[config.mk]
export PLATFORM = sky130hd
export DESIGN_NAME = uart_rx_csr
export DESIGN_NICKNAME = d
export VERILOG_FILES = /design/src/rtl/uart_rx_csr_pkg.sv /design/src/rtl/rx_sync_fifo.sv /design/src/rtl/div_field_reg.sv /design/src/rtl/csr_decode.sv /design/src/rtl/uart_rx_csr.sv
export SDC_FILE = /design/constraint.sdc
export NUM_CORES = 1
export LEC_CHECK = 0
export CELL_PAD_IN_SITES_DETAIL_PLACEMENT = 1
export CELL_PAD_IN_SITES_GLOBAL_PLACEMENT = 1
export CORE_MARGIN = 8
export CORE_UTILIZATION = 35
export CTS_BUF_LIST = sky130_fd_sc_hd__clkbuf_16
export DETAILED_ROUTE_END_ITERATION = 12
export GPL_TIMING_DRIVEN = 1
export PLACE_DENSITY_LB_ADDON = 0.1
export SYNTH_ARGS = -nofsm -noshare
export SYNTH_HDL_FRONTEND = slang
export SYNTH_SLANG_ARGS = --single-unit
[constraint.sdc]
create_clock -name clk -period 6.15 [get_ports clk]
set_clock_uncertainty 0.05 [all_clocks]
set_input_delay 1.23 -clock clk [delete_from_list [all_inputs] [get_ports clk]]
set_output_delay 1.23 -clock clk [all_outputs]
set_load 0.01 [all_outputs]
[src/rtl/uart_rx_csr_pkg.sv]
// Package: offsets and entry layout shared by the receive register front-end.
// Assumes an 8-bit register bus with a 4-bit offset.
package uart_rx_csr_pkg;
    localparam int unsigned BUS_AW = 4;
    localparam int unsigned BUS_DW = 8;

    localparam logic [BUS_AW-1:0] OFS_DIV  = 4'd0;
    localparam logic [BUS_AW-1:0] OFS_STAT = 4'd3;
    localparam logic [BUS_AW-1:0] OFS_DATA = 4'd4;

    localparam int unsigned STAT_NE_BIT  = 0;
    localparam int unsigned STAT_ERR_BIT = 4;

    // Queue entry: error flag in the top bit, byte below it.
    typedef struct packed {
        logic              err;
        logic [BUS_DW-1:0] data;
    } rx_entry_t;
endpackage

[src/rtl/rx_sync_fifo.sv]
// Synchronous receive queue with an occupancy counter.
// Pushes are refused when full. Pops are ignored when empty.
// When empty, the head output shows the most recently popped entry
// (zero after reset), so that an empty read returns a stale value.
module rx_sync_fifo
    import uart_rx_csr_pkg::*;
#(
    parameter int unsigned DEPTH = 16
) (
    input  logic      clk,
    input  logic      rst_n,
    input  logic      push_req,
    input  rx_entry_t push_entry,
    input  logic      pop_req,
    output rx_entry_t head,
    output logic      not_empty,
    output logic      not_full
);
    localparam int unsigned PTR_W = (DEPTH > 1) ? $clog2(DEPTH) : 1;
    localparam int unsigned CNT_W = $clog2(DEPTH + 1);
    localparam logic [PTR_W-1:0] LAST_IDX = PTR_W'(DEPTH - 1);
    localparam logic [CNT_W-1:0] FULL_CNT = CNT_W'(DEPTH);

    rx_entry_t        mem [DEPTH];
    rx_entry_t        last_pop;
    logic [PTR_W-1:0] wr_ptr;
    logic [PTR_W-1:0] rd_ptr;
    logic [CNT_W-1:0] count;
    logic             full;
    logic             empty;
    logic             push_ok;
    logic             pop_ok;

    assign full      = (count == FULL_CNT);
    assign empty     = (count == '0);
    assign push_ok   = push_req & ~full;
    assign pop_ok    = pop_req & ~empty;
    assign not_empty = ~empty;
    assign not_full  = ~full;
    assign head      = empty ? last_pop : mem[rd_ptr];

    // Storage write for an accepted push.
    always_ff @(posedge clk) begin
        if (push_ok) begin
            mem[wr_ptr] <= push_entry;
        end
    end

    // Pointer, occupancy and last-popped entry update.
    always_ff @(posedge clk) begin
        if (!rst_n) begin
            wr_ptr   <= '0;
            rd_ptr   <= '0;
            count    <= '0;
            last_pop <= '0;
        end else begin
            if (push_ok) begin
                wr_ptr <= (wr_ptr == LAST_IDX) ? '0 : wr_ptr + 1'b1;
            end
            if (pop_ok) begin
                rd_ptr   <= (rd_ptr == LAST_IDX) ? '0 : rd_ptr + 1'b1;
                last_pop <= mem[rd_ptr];
            end
            case ({push_ok, pop_ok})
                2'b10:   count <= count + 1'b1;
                2'b01:   count <= count - 1'b1;
                default: count <= count;
            endcase
        end
    end

    AST_FULL_NO_GROW: assert property (@(posedge clk) disable iff (!rst_n)
        (push_req && full && !pop_req) |=> (full && $stable(rd_ptr)));
    AST_EMPTY_POP_STILL: assert property (@(posedge clk) disable iff (!rst_n)
        (pop_req && empty && !push_req) |=> (empty && $stable(last_pop) && $stable(rd_ptr)));
    AST_SWAP_KEEPS_COUNT: assert property (@(posedge clk) disable iff (!rst_n)
        (push_req && pop_req && !full && !empty) |=> $stable(count));
endmodule

[src/rtl/div_field_reg.sv]
// Read/write divisor storage. It loads at the edge of a write strobe
// and drives its value continuously. Assumes 1 <= W <= 8.
module div_field_reg #(
    parameter int unsigned      W   = 7,
    parameter logic [W-1:0]     RST = '0
) (
    input  logic         clk,
    input  logic         rst_n,
    input  logic         wr_en,
    input  logic [W-1:0] wdata,
    output logic [W-1:0] q
);
    // Storage with synchronous reset value.
    always_ff @(posedge clk) begin
        if (!rst_n) begin
            q <= RST;
        end else if (wr_en) begin
            q <= wdata;
        end
    end

    AST_DIV_LOADS: assert property (@(posedge clk) disable iff (!rst_n)
        wr_en |=> (q == $past(wdata)));
    AST_DIV_HOLDS: assert property (@(posedge clk) disable iff (!rst_n)
        !wr_en |=> $stable(q));
endmodule

[src/rtl/csr_decode.sv]
// Offset decode, write and pop strobes, and the registered read mux.
// Assumes single-cycle read and write strobes. Read data is zero in
// cycles that do not follow a read.
module csr_decode
    import uart_rx_csr_pkg::*;
#(
    parameter int unsigned DIV_W = 7
) (
    input  logic              clk,
    input  logic              rst_n,
    input  logic [BUS_AW-1:0] addr,
    input  logic              rd,
    input  logic              wr,
    input  logic [DIV_W-1:0]  div_q,
    input  rx_entry_t         head,
    input  logic              not_empty,
    output logic              div_wr,
    output logic              pop_req,
    output logic [BUS_DW-1:0] rdata
);
    logic [BUS_DW-1:0] div_ext;
    logic [BUS_DW-1:0] rd_val;
    logic              mapped;

    generate
        if (DIV_W < BUS_DW) begin : g_pad
            assign div_ext = {{(BUS_DW - DIV_W){1'b0}}, div_q};
        end else begin : g_full
            assign div_ext = div_q;
        end
    endgenerate

    assign div_wr  = wr && (addr == OFS_DIV);
    assign pop_req = rd && (addr == OFS_DATA);
    assign mapped  = (addr == OFS_DIV) || (addr == OFS_STAT) || (addr == OFS_DATA);

    // Select the value for the addressed register.
    always_comb begin
        rd_val = '0;
        case (addr)
            OFS_DIV:  rd_val = div_ext;
            OFS_STAT: begin
                rd_val[STAT_NE_BIT]  = not_empty;
                rd_val[STAT_ERR_BIT] = head.err;
            end
            OFS_DATA: rd_val = head.data;
            default:  rd_val = '0;
        endcase
    end

    // Register read data for one cycle after a read strobe.
    always_ff @(posedge clk) begin
        if (!rst_n) begin
            rdata <= '0;
        end else begin
            rdata <= rd ? rd_val : '0;
        end
    end

    AST_UNMAPPED_ZERO: assert property (@(posedge clk) disable iff (!rst_n)
        (rd && !mapped) |=> (rdata == '0));
    AST_IDLE_ZERO: assert property (@(posedge clk) disable iff (!rst_n)
        !rd |=> (rdata == '0));
    AST_STAT_RESERVED: assert property (@(posedge clk) disable iff (!rst_n)
        (rd && addr == OFS_STAT) |=> (rdata[7:5] == 3'b000 && rdata[3:1] == 3'b000));
endmodule

[src/rtl/uart_rx_csr.sv]
// Top of the receive register front-end. It joins the divisor storage,
// the receive queue and the register decode. The receiver is
// acknowledged whenever the queue has room. Reads of the data offset pop.
module uart_rx_csr
    import uart_rx_csr_pkg::*;
#(
    parameter int unsigned      DIV_W      = 7,
    parameter logic [DIV_W-1:0] DIV_RST    = 7'h45,
    parameter int unsigned      FIFO_DEPTH = 16
) (
    input  logic              clk,
    input  logic              rst_n,
    input  logic [3:0]        csr_addr,
    input  logic              csr_rd,
    input  logic              csr_wr,
    input  logic [7:0]        csr_wdata,
    output logic [7:0]        csr_rdata,
    input  logic              phy_valid,
    input  logic [7:0]        phy_byte,
    input  logic              phy_err,
    output logic              phy_ack,
    output logic [DIV_W-1:0]  phy_div
);
    rx_entry_t in_entry;
    rx_entry_t head;
    logic      not_empty;
    logic      not_full;
    logic      div_wr;
    logic      pop_req;

    assign in_entry = '{err: phy_err, data: phy_byte};
    assign phy_ack  = not_full;

    div_field_reg #(.W(DIV_W), .RST(DIV_RST)) u_div (
        .clk   (clk),
        .rst_n (rst_n),
        .wr_en (div_wr),
        .wdata (csr_wdata[DIV_W-1:0]),
        .q     (phy_div)
    );

    rx_sync_fifo #(.DEPTH(FIFO_DEPTH)) u_fifo (
        .clk        (clk),
        .rst_n      (rst_n),
        .push_req   (phy_valid),
        .push_entry (in_entry),
        .pop_req    (pop_req),
        .head       (head),
        .not_empty  (not_empty),
        .not_full   (not_full)
    );

    csr_decode #(.DIV_W(DIV_W)) u_dec (
        .clk       (clk),
        .rst_n     (rst_n),
        .addr      (csr_addr),
        .rd        (csr_rd),
        .wr        (csr_wr),
        .div_q     (phy_div),
        .head      (head),
        .not_empty (not_empty),
        .div_wr    (div_wr),
        .pop_req   (pop_req),
        .rdata     (csr_rdata)
    );

    AST_ACK_AFTER_POP: assert property (@(posedge clk) disable iff (!rst_n)
        (pop_req && not_empty && !phy_valid) |=> phy_ack);
endmodule

[Word level (Yosys, flattened, before mapping)]
Memory sizes are Yosys's and may differ from the RTL's. A register that Yosys moved wholly into a read port is not among the register bits.
Cells that the tools add are included.
Storage, ports and cells
  logic and storage cells: 41
  memories kept: 1
  bits in writable memories: 144
  input bits: 26
  output and inout port bits: 16
  bits in registers: 37
Operators by class
  reduce and logical (&&, ||, !) cells: 6
  $add $sub $neg: 4
  muxes and demuxes: 12
  equal/unequal tests: 7
  bitwise operators: 4
Memories
  u_fifo.mem: depth 16, width 9, read ports 1, clocked after Yosys merged registers in 1, wr ports 1, RTL line rx_sync_fifo.sv:24  | rx_entry_t mem [DEPTH];
Operators by type and width (number)
  two-way mux 4 bit: 4
  case mux 3 bit (2 select lines): 2
  case mux 5 bit (2 select lines): 1
  two-way mux 9 bit: 1
  adder 4 x 1 -> 4 bit, second input constant: 2
  == test 4 bit, second input constant: 2
  case mux 1 bit (3 select lines): 2
  adder 5 x 1 -> 5 bit, second input constant: 1
  == test 5 bit, second input constant: 1
  zero test 5 bit: 1
  subtractor 5 x 1 -> 5 bit, second input constant: 1
  == test 4 x 2 -> 1 bit, second input constant: 1
  == test 4 x 3 -> 1 bit, second input constant: 1
  zero test 4 bit: 1
  bitwise AND 1 bit: 2
  == test 2 x 1 -> 1 bit, second input constant: 1
  == test 2 bit, second input constant: 1
  logical AND 1 bit: 2
  two-way mux 1 bit: 2
  inverter 1 bit: 2
  AND reduction 2 bit: 1
  nonzero test 2 bit: 1

[Depth between registers and ports, before layout]
Gate-level depths: netlist of run 1.
  depth in word-level cells: 5
  depth in mapped cells: 14
  mapped depth without buffers: 11

[By module]
A second synthesis of run 1 with hierarchy kept.
Unflattened totals
  cell total of the unflattened synthesis: 462
  area, all modules: 7477.2 µm²
Modules (own cells, without submodules)
  rx_sync_fifo: times used 1, area each 6872.8 µm², seq. area each 4844.6 µm², cells an instance 405
  csr_decode: times used 1, area each 346.6 µm², seq. area each 160.2 µm², cells an instance 35
  div_field_reg: times used 1, area each 257.7 µm², seq. area each 140.1 µm², cells an instance 22

[Least setup slack after synthesis of run 1]
No wires, ideal clock.
  kind: in2reg
  start point: in csr_addr[0]
  end point: reg u_fifo.count[4]
  setup time: 0.122 ns
  data required time: 5.978 ns
  buffers on the path: 3
  cell stages on the path: 13
  setup slack: 2.032 ns
  arrival: 3.946 ns
  path through: nor4b_1 -> o311a_1 -> buf_2 -> buf_1 -> ha_1 -> clkbuf_1 -> xor2_1 -> ha_1 -> a21oi_1 -> o22ai_1 -> a222oi_1 -> or3_1 -> a21oi_1
Between the ends
  longest elaborated chain between the ends: 5
  elaborated cells on any way between the ends: 7
  classes of those cells: eq/ne: 3; mux: 1; bitwise: 1; reduce/logical: 2
Ends and longest elaborated chain
  start, declared: RTL line uart_rx_csr.sv:13  | input logic [3:0] csr_addr,
  == test 4 x 3 -> 1 bit (*): RTL line csr_decode.sv:34  | assign pop_req = rd && (addr == OFS_DATA);
  logical AND 1 bit (*): RTL line csr_decode.sv:34
  bitwise AND 1 bit (*): RTL line rx_sync_fifo.sv:37  | assign pop_ok = pop_req & ~empty;
  == test 2 x 1 -> 1 bit or == test 2 bit (tied branches): RTL line rx_sync_fifo.sv:64  | case ({push_ok, pop_ok})
  case mux 5 bit (2 select lines) or nonzero test 2 bit (tied branches)
  end signal, assigned: RTL line rx_sync_fifo.sv:65  | 2'b10: count <= count + 1'b1;
  end signal, assigned: RTL line rx_sync_fifo.sv:66  | 2'b01: count <= count - 1'b1;
  end signal, assigned: RTL line rx_sync_fifo.sv:67  | default: count <= count;
  end, declared: RTL line rx_sync_fifo.sv:28  | logic [CNT_W-1:0] count;
Every way passes the cells marked *; elsewhere a longest branch is shown, timed or not.
A chain may end at the register's enable or synchronous reset.

[Worst setup path in the final report of run 1]
  start point: in csr_addr[2]
  end point: reg u_fifo.count[4]
Same word-level chain as after synthesis.

==> results.toml, run 1 <==
[route]
via_count = 3861
antenna_left = 0
dr_wl_met3_um = 598
drt-met1-wl_um = 6910
routed_wl_um = 16200
dr.first_iter.drc_count = 289
vias_per_cell = 5.03
drc = 0
dr.max_layer_used = "met4"
firstDrtPassIters = 4
drt-wirelength-per-cell_um = 21.1
wl_met2_um = 8660

[critical_path]
startpoint_type = "input port"
crit_arrival_ns = 4.44
crit_required_ns = 6.40
end_kind = "register"
critical_path_class = "in -> reg"
crit_path_max_fanout = 22

[cts]
htree_levels = 4
cts_buffers = 17
cts_num_sinks = 185
hold_buffers = 0
cts_tree = "done"
clock_path_buffers = 2
clkTransAtPathRegs_ns = 0.07
clk_latency_ns = 0.43
cts_resized = 0
post_cts_buffers = 0
root_buffer = "clkbuf_16"

[placement]
hpwl_um = 10600
io_buffers = 40
dp_slack_ns = 1.51
place.gp.congestion = 0.747

[die]
io_pins = 42
initial_utilization_pct = 35.3
die_h_um = 161
die_w_um = 161
dieArea_mm2 = 0.0260
num_rows = 53
core-area_mm2 = 0.0209

[synthesis]
synth_ff_type = "edfxtp_1"
netlist-cell-type-count = 43
syn_nets = 462
seq_area_frac_synth_pct = 69.7
syn_area_per_cell_um2 = 17.2
syn_inst = 428
synth_seq_cells = 185
synthesis.area_mm2 = 0.00738
ys_warn_count = 0
synth_enable_flop_cells = 144
async_reset_ff_share_pct = 0

[timing]
max_freq_mhz = 238
setup-tns-final_ns = 0
layout_setup_ws_ns = 1.95
timing.final.crit_share_pct = 68.2
finalHoldViolCount = 0
tightest_slew_ns = 1.18
timing.slew.headroom_pct = 20.9
finalMaxSlewViolations = 0
rsz0062_at_grt = "no"
setup_violations = 0
period_minus_slack_ns = 4.20

[power_and_ir_drop]
p_clk_share_pct = 41.5
worst_ir_drop_vdd_v = 0.000190
combPwrFrac_pct = 3.6
p_int_mw = 1.93
powerDensity_mw_per_mm2 = 287
power_leakage_nw = 2.85
p_sw_mw = 0.560
power_frac_seq_pct = 54.9
p_sw_share_pct = 22.5

[status]
status = "completed"

[grt]
grt_first_pass_wirelength_um = 25200
antenna_found_initial = 0
overflow = 0
grt_usage_pct = 13.1
first_global_vias = 4183
grt_max_degree = 35

[final_layout]
seqCellArea_mm2 = 0.00515
n_antenna_cell = 0
fillers = 2040
syn_to_final_growth_pct = 17.6
final_nets = 515
multi_input_area_mm2 = 0.00209
layout-drive-gt1-share_pct = 15.6
final_util_pct = 41.5

[job]
cap_violations = 0

[hold_path]
hold_path.class = "reg -> reg"
[layer usage]
metal	GRT usage [%]	up-vias
met1	15.3	1976
met2	23.3	80
met5	0	-
met3	3.54	4
met4	3.41	0
li1	-	1801
[cell type report]
type | instances | area share (%)
flip-flops and latches | 185 | 59.3
clock buffers | 17 | 4.90
repair buffers | 55 | 5.91
multi-input cells | 215 | 24.1
clock inverters | 14 | 1.53
well taps | 275 | 3.96
inverters | 7 | 0.303
[per-stage QoR]
stage	hold slack [ns]	power, mW	cells	area [um2]
floorplan	0.373	1.44	428	7380
finish	0.402	2.49	768	8680
global route	0.413	2.57	768	8680
detailed placement	0.395	1.49	737	8120
CTS	0.404	2.52	768	8680
global placement	0.384	1.48	737	8120
[power by group through the flow]
stage	registers (mW)	clock network, mW	logic (mW)
after floorplan	1.39	0	0.0435
after global placement	1.39	0	0.0892
after detailed placement	1.39	0	0.0920
after CTS	1.37	1.06	0.0927
after global routing	1.37	1.11	0.101
final	1.37	1.03	0.0904
[final timing paths]
kind / from / endpoint / slack, ns / cells past startpoint
worst max-delay path: csr_addr[2] / u_fifo.count[4]$_SDFFE_PN0P_ / 1.95 / 12
worst min-delay path: u_fifo.last_pop[3]$_SDFFE_PN0N_ / u_fifo.last_pop[3]$_SDFFE_PN0N_ / 0.40 / 2
worst max register to register: u_fifo.count[2]$_SDFFE_PN0P_ / u_fifo.count[4]$_SDFFE_PN0P_ / 3.03 / 11
worst min register to register: u_fifo.last_pop[3]$_SDFFE_PN0N_ / u_fifo.last_pop[3]$_SDFFE_PN0N_ / 0.40 / 2
[cell usage after synthesis (2+ instances only)]
cell,number,area share (%)
nand2_1,25,1.3
o21bai_1,6,0.61
nor2_1,32,1.6
dfxtp_1,41,11
nand2b_1,4,0.34
xor2_1,5,0.59
ha_1,8,1.4
and2_1,2,0.17
nand3_1,8,0.54
mux4_2,29,8.9
and3_1,5,0.42
a21oi_1,10,0.68
edfxtp_1,144,59
a221o_1,6,0.81
mux2i_1,20,2.7
clkbuf_1,12,0.61
buf_6,2,0.31
a31oi_1,3,0.25
a21o_1,2,0.20
mux4_1,13,4.6
inv_1,6,0.31
buf_2,5,0.34
nor3_1,6,0.41
nor4_1,3,0.25
or3_1,5,0.42
o21ai_0,9,0.61
[registers in the layout, indices dropped and copies added (netlist names), named ones only]
name,flops
u_fifo.mem,144
u_fifo.wr_ptr,4
u_fifo.rd_ptr,4
u_div.q,7
u_fifo.count,5
u_dec.rdata,8
u_fifo.last_pop,9
[worst max-delay path, stage by stage]
cell and delay (ns):
clkdlybuf4s50_1 0.60, nor4b_1 0.47, o311a_1 0.25, buf_4 0.26, ha_1 0.34, xor2_1 0.11
ha_1 0.19, a21oi_1 0.25, o22ai_1 0.14, a222oi_1 0.40, or3_1 0.16, a21oi_1 0.05
[cell usage in the layout (no fill, tap or decap), types with 2 or more instances in the layout]
master,netlist,routed
clkbuf_16,0,17
buf_4,0,15
inv_1,6,6
nand3_1,8,8
clkdlybuf4s50_1,0,40
o21bai_1,6,6
mux2i_1,20,20
a21o_1,2,2
and3_1,5,5
clkinv_4,0,4
nor3_1,6,6
a221o_1,6,6
xor2_1,5,5
clkinvlp_4,0,2
nor2_1,32,32
nand2b_1,4,4
or3_1,5,5
inv_8,0,4
mux4_1,13,13
nor4_1,3,3
o21ai_0,9,9
ha_1,8,8
and2_1,2,2
edfxtp_1,144,144
mux4_2,29,29
dfxtp_1,41,40
inv_6,0,2
a31oi_1,3,3
a21oi_1,10,10
nand2_1,25,25
clkinv_1,1,2
[kinds of logic after synthesis]
logic type	after synthesis	synth area share, %
XOR/XNOR	6	0.712
multiplexers	63	16.3
AND/OR/NAND/NOR	96	6.07
flip-flops	185	69.7
adder cells (fa/ha/maj)	8	1.36
AO/OA/AOI/OAI	42	3.85
buffers and inverters	28	1.93
Power figures use the tool's default switching activity.
==> run 2: changes to the inputs <==
- clock period: 6.15 -> 3.5 ns (I/O delays scaled with it)
==> run 2 against run 1 <==
Net effect:
- total power up 81%
- clock power grew 89%
- setup slack got worse by 1.5 ns
- critical path type unchanged
==> results.toml, run 2 (same netlist as run 1, synthesis figures left out) <==
[route]
dr.first_iter.drc_count = 263
routed_wl_um = 16300
drc = 0
firstDrtPassIters = 4
drt-wirelength-per-cell_um = 20.8
vias_per_cell = 5.04
via_count = 3944
antenna_left = 0

[die]
die_h_um = 161
core-area_mm2 = 0.0209
dieArea_mm2 = 0.0260
io_pins = 42
num_rows = 53
die_w_um = 161
initial_utilization_pct = 35.3

[grt]
grt_max_degree = 35
busiest_layer = "met2"
antenna_found_initial = 0
overflow = 0
first_global_vias = 4275
grt.met3_usage_pct = 2.85
grt_first_pass_wirelength_um = 25100
grt.met1_usage_pct = 15.2
grt_usage_pct = 13.0
met2_usage_pct = 23.1

[placement]
io_buffers = 40
hpwl_um = 10400
place.gp.congestion = 0.683
dp_slack_ns = -0.0218

[timing]
finalHoldViolCount = 0
finalMaxSlewViolations = 0
timing.slew.headroom_pct = 40.7
layout_setup_ws_ns = 0.429
timing.final.crit_share_pct = 87.7
tightest_slew_ns = 0.888
finalHoldWorstSlack_ns = 0.398
max_freq_mhz = 326
rsz0062_at_grt = "no"
period_minus_slack_ns = 3.07
setup_violations = 0
setup-tns-final_ns = 0

[cts]
cts_buffers = 17
clk_latency_ns = 0.42
post_cts_buffers = 0
htree_levels = 4
root_buffer = "clkbuf_16"
cts_resized = 0
hold_buffers = 0
cts_tree = "done"
cts_num_sinks = 185
clkTransAtPathRegs_ns = 0.07
clock_path_buffers = 2

[power_and_ir_drop]
worst_ir_drop_vdd_v = 0.000299
p_total_mw = 4.52
power_frac_seq_pct = 53.1
p_sw_share_pct = 21.5
p_sw_mw = 0.972
power_leakage_nw = 2.96
powerDensity_mw_per_mm2 = 511
p_clk_share_pct = 43.2
p_int_mw = 3.55
combPwrFrac_pct = 3.6

[critical_path]
critPathSlowestCell = "clkdlybuf4s50_1"
slowest_delay_ns = 0.47
endpoint = "u_fifo.count[4]$_SDFFE_PN0P_"
cp_num_buf_inv = 2
critical_path_class = "in -> reg"
end_kind = "register"
r2r_slack_ns = 0.66
cp.depth = 12
reg2reg_depth = 11
setup.worst_path.start = "csr_addr[0]"
startpoint_type = "input port"
r2r-end = "u_fifo.count[4]$_SDFFE_PN0P_"
path_delay_family = "compound AO/OA/AOI/OAI gates"
crit_required_ns = 3.78
rr_startpoint = "u_fifo.count[0]$_SDFFE_PN0P_"
crit_path_max_fanout = 5
crit_arrival_ns = 3.35
worstPathCellList = "clkdlybuf4s50_1, nor4b_1, buf_4, o311a_1, ha_1, xor2_1, ha_1, a21oi_1, o22ai_1, a222oi_1, o21ai_0, a21oi_1"

[final_layout]
final_util_pct = 42.3
final_common_cell = "edfxtp_1"
final_nets = 529
final_cell_mix = "144 x edfxtp_1, 40 x dfxtp_1, 40 x clkdlybuf4s50_1, 32 x nor2_1, 29 x mux4_2"
fillers = 2052
n_antenna_cell = 0
seqCellArea_mm2 = 0.00515
largest_reg_flops = 144
multi_input_area_mm2 = 0.00209
top_register = "u_fifo.mem"
layout-drive-gt1-share_pct = 17.9
reg_top3 = "u_fifo.mem (144), u_fifo.last_pop (9), u_dec.rdata (8)"
syn_to_final_growth_pct = 19.9

[hold_path]
hold_path.class = "reg -> reg"

[status]
status = "completed"

[job]
cap_violations = 0
## run 2: metrics by stage
step	std cells	area, um2
floorplan	428	7380
global placement	751	8240
detailed placement	751	8240
CTS	783	8840
global route	783	8840
finish	783	8840
## run 2: per-layer routing
| metal | up-vias | share of wire [%] |
|---|---|---|
| li1 | 1825 | - |
| met1 | 2028 | 42 |
| met2 | 82 | 52 |
| met3 | 9 | 4.7 |
| met4 | 0 | 1.1 |
| met5 | - | 0 |
## run 2: area by class of cell
class,count,share of cell area [%]
tap,275,3.89
clock buffer,17,4.81
clock inverter,15,2.04
timing repair buffer,69,7.13
sequential,185,58.2
multi-input combinational,215,23.6
inverter,7,0.297
## run 2: worst min path at each step
stage	depth (start not counted)	startpoint	slack (ns)	to
floorplan	2	u_fifo.last_pop[7]$_SDFFE_PN0N_	0.37	u_dec.rdata[7]$_SDFF_PN0_
global placement	2	u_fifo.last_pop[7]$_SDFFE_PN0N_	0.38	u_dec.rdata[7]$_SDFF_PN0_
detailed placement	2	u_fifo.last_pop[7]$_SDFFE_PN0N_	0.39	u_dec.rdata[7]$_SDFF_PN0_
CTS	2	u_fifo.last_pop[7]$_SDFFE_PN0N_	0.40	u_dec.rdata[7]$_SDFF_PN0_
global route	2	u_fifo.last_pop[7]$_SDFFE_PN0N_	0.42	u_dec.rdata[7]$_SDFF_PN0_
finish	2	u_fifo.last_pop[7]$_SDFFE_PN0N_	0.40	u_dec.rdata[7]$_SDFF_PN0_
## run 2: power by group through the flow
stage          combinational, mW  sequential, mW  clock, mW
5_1_grt                    0.183            2.40       2.09
2_1_floorplan             0.0764            2.45          0
3_3_place_gp               0.162            2.45          0
6_report                   0.164            2.40       1.95
4_1_cts                    0.169            2.40       2.01
3_5_place_dp               0.167            2.45          0
## run 2: worst register-to-register path, cell delays in order, from the launching register on
cell	delay [ns]
dfxtp_1	0.38
nor4_1	0.55
a21boi_0	0.24
inv_1	0.13
ha_1	0.19
xor2_1	0.08
ha_1	0.18
a21oi_1	0.17
o22ai_1	0.12
a222oi_1	0.40
o21ai_0	0.14
a21oi_1	0.13
==> run 3: changes to the inputs <==
==> constraint.sdc (replaced) <==
create_clock -name clk -period 3.5 [get_ports clk]
set_clock_uncertainty 0.05 [all_clocks]
set_input_delay 0.525 -clock clk [delete_from_list [all_inputs] [get_ports clk]]
set_output_delay 0.525 -clock clk [all_outputs]
set_load 0.01 [all_outputs]
==> run 3 against run 2 <==
Net effect:
- total power shrank 1.2%
- setup slack gained 0.19 ns
- design area shrank 0.30%
- clock-buffer cell count is the same
- clock power shrank 3%
- non-clock buffer count shrank 1
- hold slack gained 0.0039 ns
==> results.toml, run 3 (same netlist as run 1, synthesis figures left out) <==
[timing]
timing.final.crit_share_pct = 82.2
finalMaxSlewViolations = 0
period_minus_slack_ns = 2.88
tightest_slew_ns = 0.885
setup-tns-final_ns = 0
setup_violations = 0
finalHoldWorstSlack_ns = 0.402
timing.slew.headroom_pct = 40.9
finalHoldViolCount = 0
rsz0062_at_grt = "no"
max_freq_mhz = 348

[hold_path]
hold_path.class = "reg -> reg"

[cts]
cts_tree = "done"
clkTransAtPathRegs_ns = 0.07
cts_buffers = 17
hold_buffers = 0
root_buffer = "clkbuf_16"
clk_latency_ns = 0.43
cts_num_sinks = 185
cts_resized = 0
clock_path_buffers = 2
post_cts_buffers = 0
htree_levels = 4

[job]
cap_violations = 0

[final_layout]
seqCellArea_mm2 = 0.00515
final_util_pct = 42.2
final_cell_mix = "144 x edfxtp_1, 40 x dfxtp_1, 40 x clkdlybuf4s50_1, 32 x nor2_1, 29 x mux4_2"
largest_reg_flops = 144
top_register = "u_fifo.mem"
fin_area_mm2 = 0.00882
multi_input_area_mm2 = 0.00209
layout-drive-gt1-share_pct = 17.9
syn_to_final_growth_pct = 19.5
n_antenna_cell = 0
final_nets = 528
final_common_cell = "edfxtp_1"
reg_top3 = "u_fifo.mem (144), u_fifo.last_pop (9), u_dec.rdata (8)"
fillers = 2047

[critical_path]
path_delay_family = "compound AO/OA/AOI/OAI gates"
critPathSlowestCell = "clkdlybuf4s50_1"
startpoint_type = "input port"
slowest_delay_ns = 0.48
crit_arrival_ns = 3.12
cp_num_buf_inv = 2
end_kind = "register"
worstPathCellList = "clkdlybuf4s50_1, nor4b_1, buf_4, o311a_1, ha_1, xor2_1, ha_1, a21oi_1, o22ai_1, a222oi_1, or3_1, a21oi_1"
r2r_slack_ns = 0.64
crit_required_ns = 3.74
crit_path_max_fanout = 5
critical_path_class = "in -> reg"

[placement]
place.gp.congestion = 0.723
io_buffers = 40
placed_area_mm2 = 0.00823
hpwl_um = 10500

[die]
initial_utilization_pct = 35.3
die_h_um = 161
dieArea_mm2 = 0.0260
io_pins = 42
num_rows = 53
core-area_mm2 = 0.0209
die_w_um = 161

[power_and_ir_drop]
p_sw_mw = 0.991
p_clk_share_pct = 42.6
worst_ir_drop_vdd_v = 0.000300
power_leakage_nw = 2.95
power_frac_seq_pct = 53.8
p_sw_share_pct = 22.2
powerDensity_mw_per_mm2 = 506
p_int_mw = 3.47
combPwrFrac_pct = 3.7

[grt]
overflow = 0
antenna_found_initial = 0
grt_first_pass_wirelength_um = 25100
first_global_vias = 4230
grt_max_degree = 35
grt_usage_pct = 12.9

[route]
firstDrtPassIters = 4
drt-wirelength-per-cell_um = 20.6
drc = 0
routed_wl_um = 16100
via_count = 3948
vias_per_cell = 5.05
antenna_left = 0
dr.first_iter.drc_count = 245

[status]
status = "completed"
==> run 3: layout make-up <==
type | count | area share, %
Inverter | 7 | 0.298
Sequential cell | 185 | 58.4
Timing Repair Buffer | 68 | 7.07
Tap cell | 275 | 3.90
Multi-Input combinational cell | 215 | 23.7
Clock buffer | 17 | 4.82
Clock inverter | 15 | 1.83
==> run 3: layer usage <==
layer / vias up / part of all wire, % / GRT usage (%)
met3: 13 / 3.2 / 2.90
met1: 2037 / 44 / 15.2
met5: - / 0 / 0
li1: 1830 / - / -
met4: 0 / 1.0 / 4.42
met2: 68 / 52 / 22.8
==> run 3: final timing paths <==
path                              startpoint                              end  depth (start not counted)
min          u_fifo.last_pop[1]$_SDFFE_PN0N_  u_fifo.last_pop[1]$_SDFFE_PN0N_                          2
max reg2reg     u_fifo.count[0]$_SDFFE_PN0P_     u_fifo.count[4]$_SDFFE_PN0P_                         11
min reg2reg  u_fifo.last_pop[1]$_SDFFE_PN0N_  u_fifo.last_pop[1]$_SDFFE_PN0N_                          2
max                              csr_addr[0]     u_fifo.count[4]$_SDFFE_PN0P_                         12
==> run 3: power groups by stage <==
stage	clock network, mW	logic, mW	registers [mW]
after floorplan	0	0.0764	2.45
after global placement	0	0.160	2.45
after detailed placement	0	0.165	2.45
after CTS	1.95	0.167	2.40
after global routing	2.02	0.179	2.40
final	1.90	0.163	2.40
==> run 3: per-stage QoR <==
stage          power (mW)  setup WS, ns  cells
2_1_floorplan        2.52        0.0874    428
3_3_place_gp         2.61         0.179    750
3_5_place_dp         2.62         0.195    750
4_1_cts              4.52         0.609    782
5_1_grt              4.61         0.336    782
6_report             4.46         0.623    782
==> run 3: tightest hold or removal path, cell delays in order (launching register included) <==
cell and delay [ns]:
dfxtp_1 0.31, nand2_1 0.05, o21bai_1 0.05
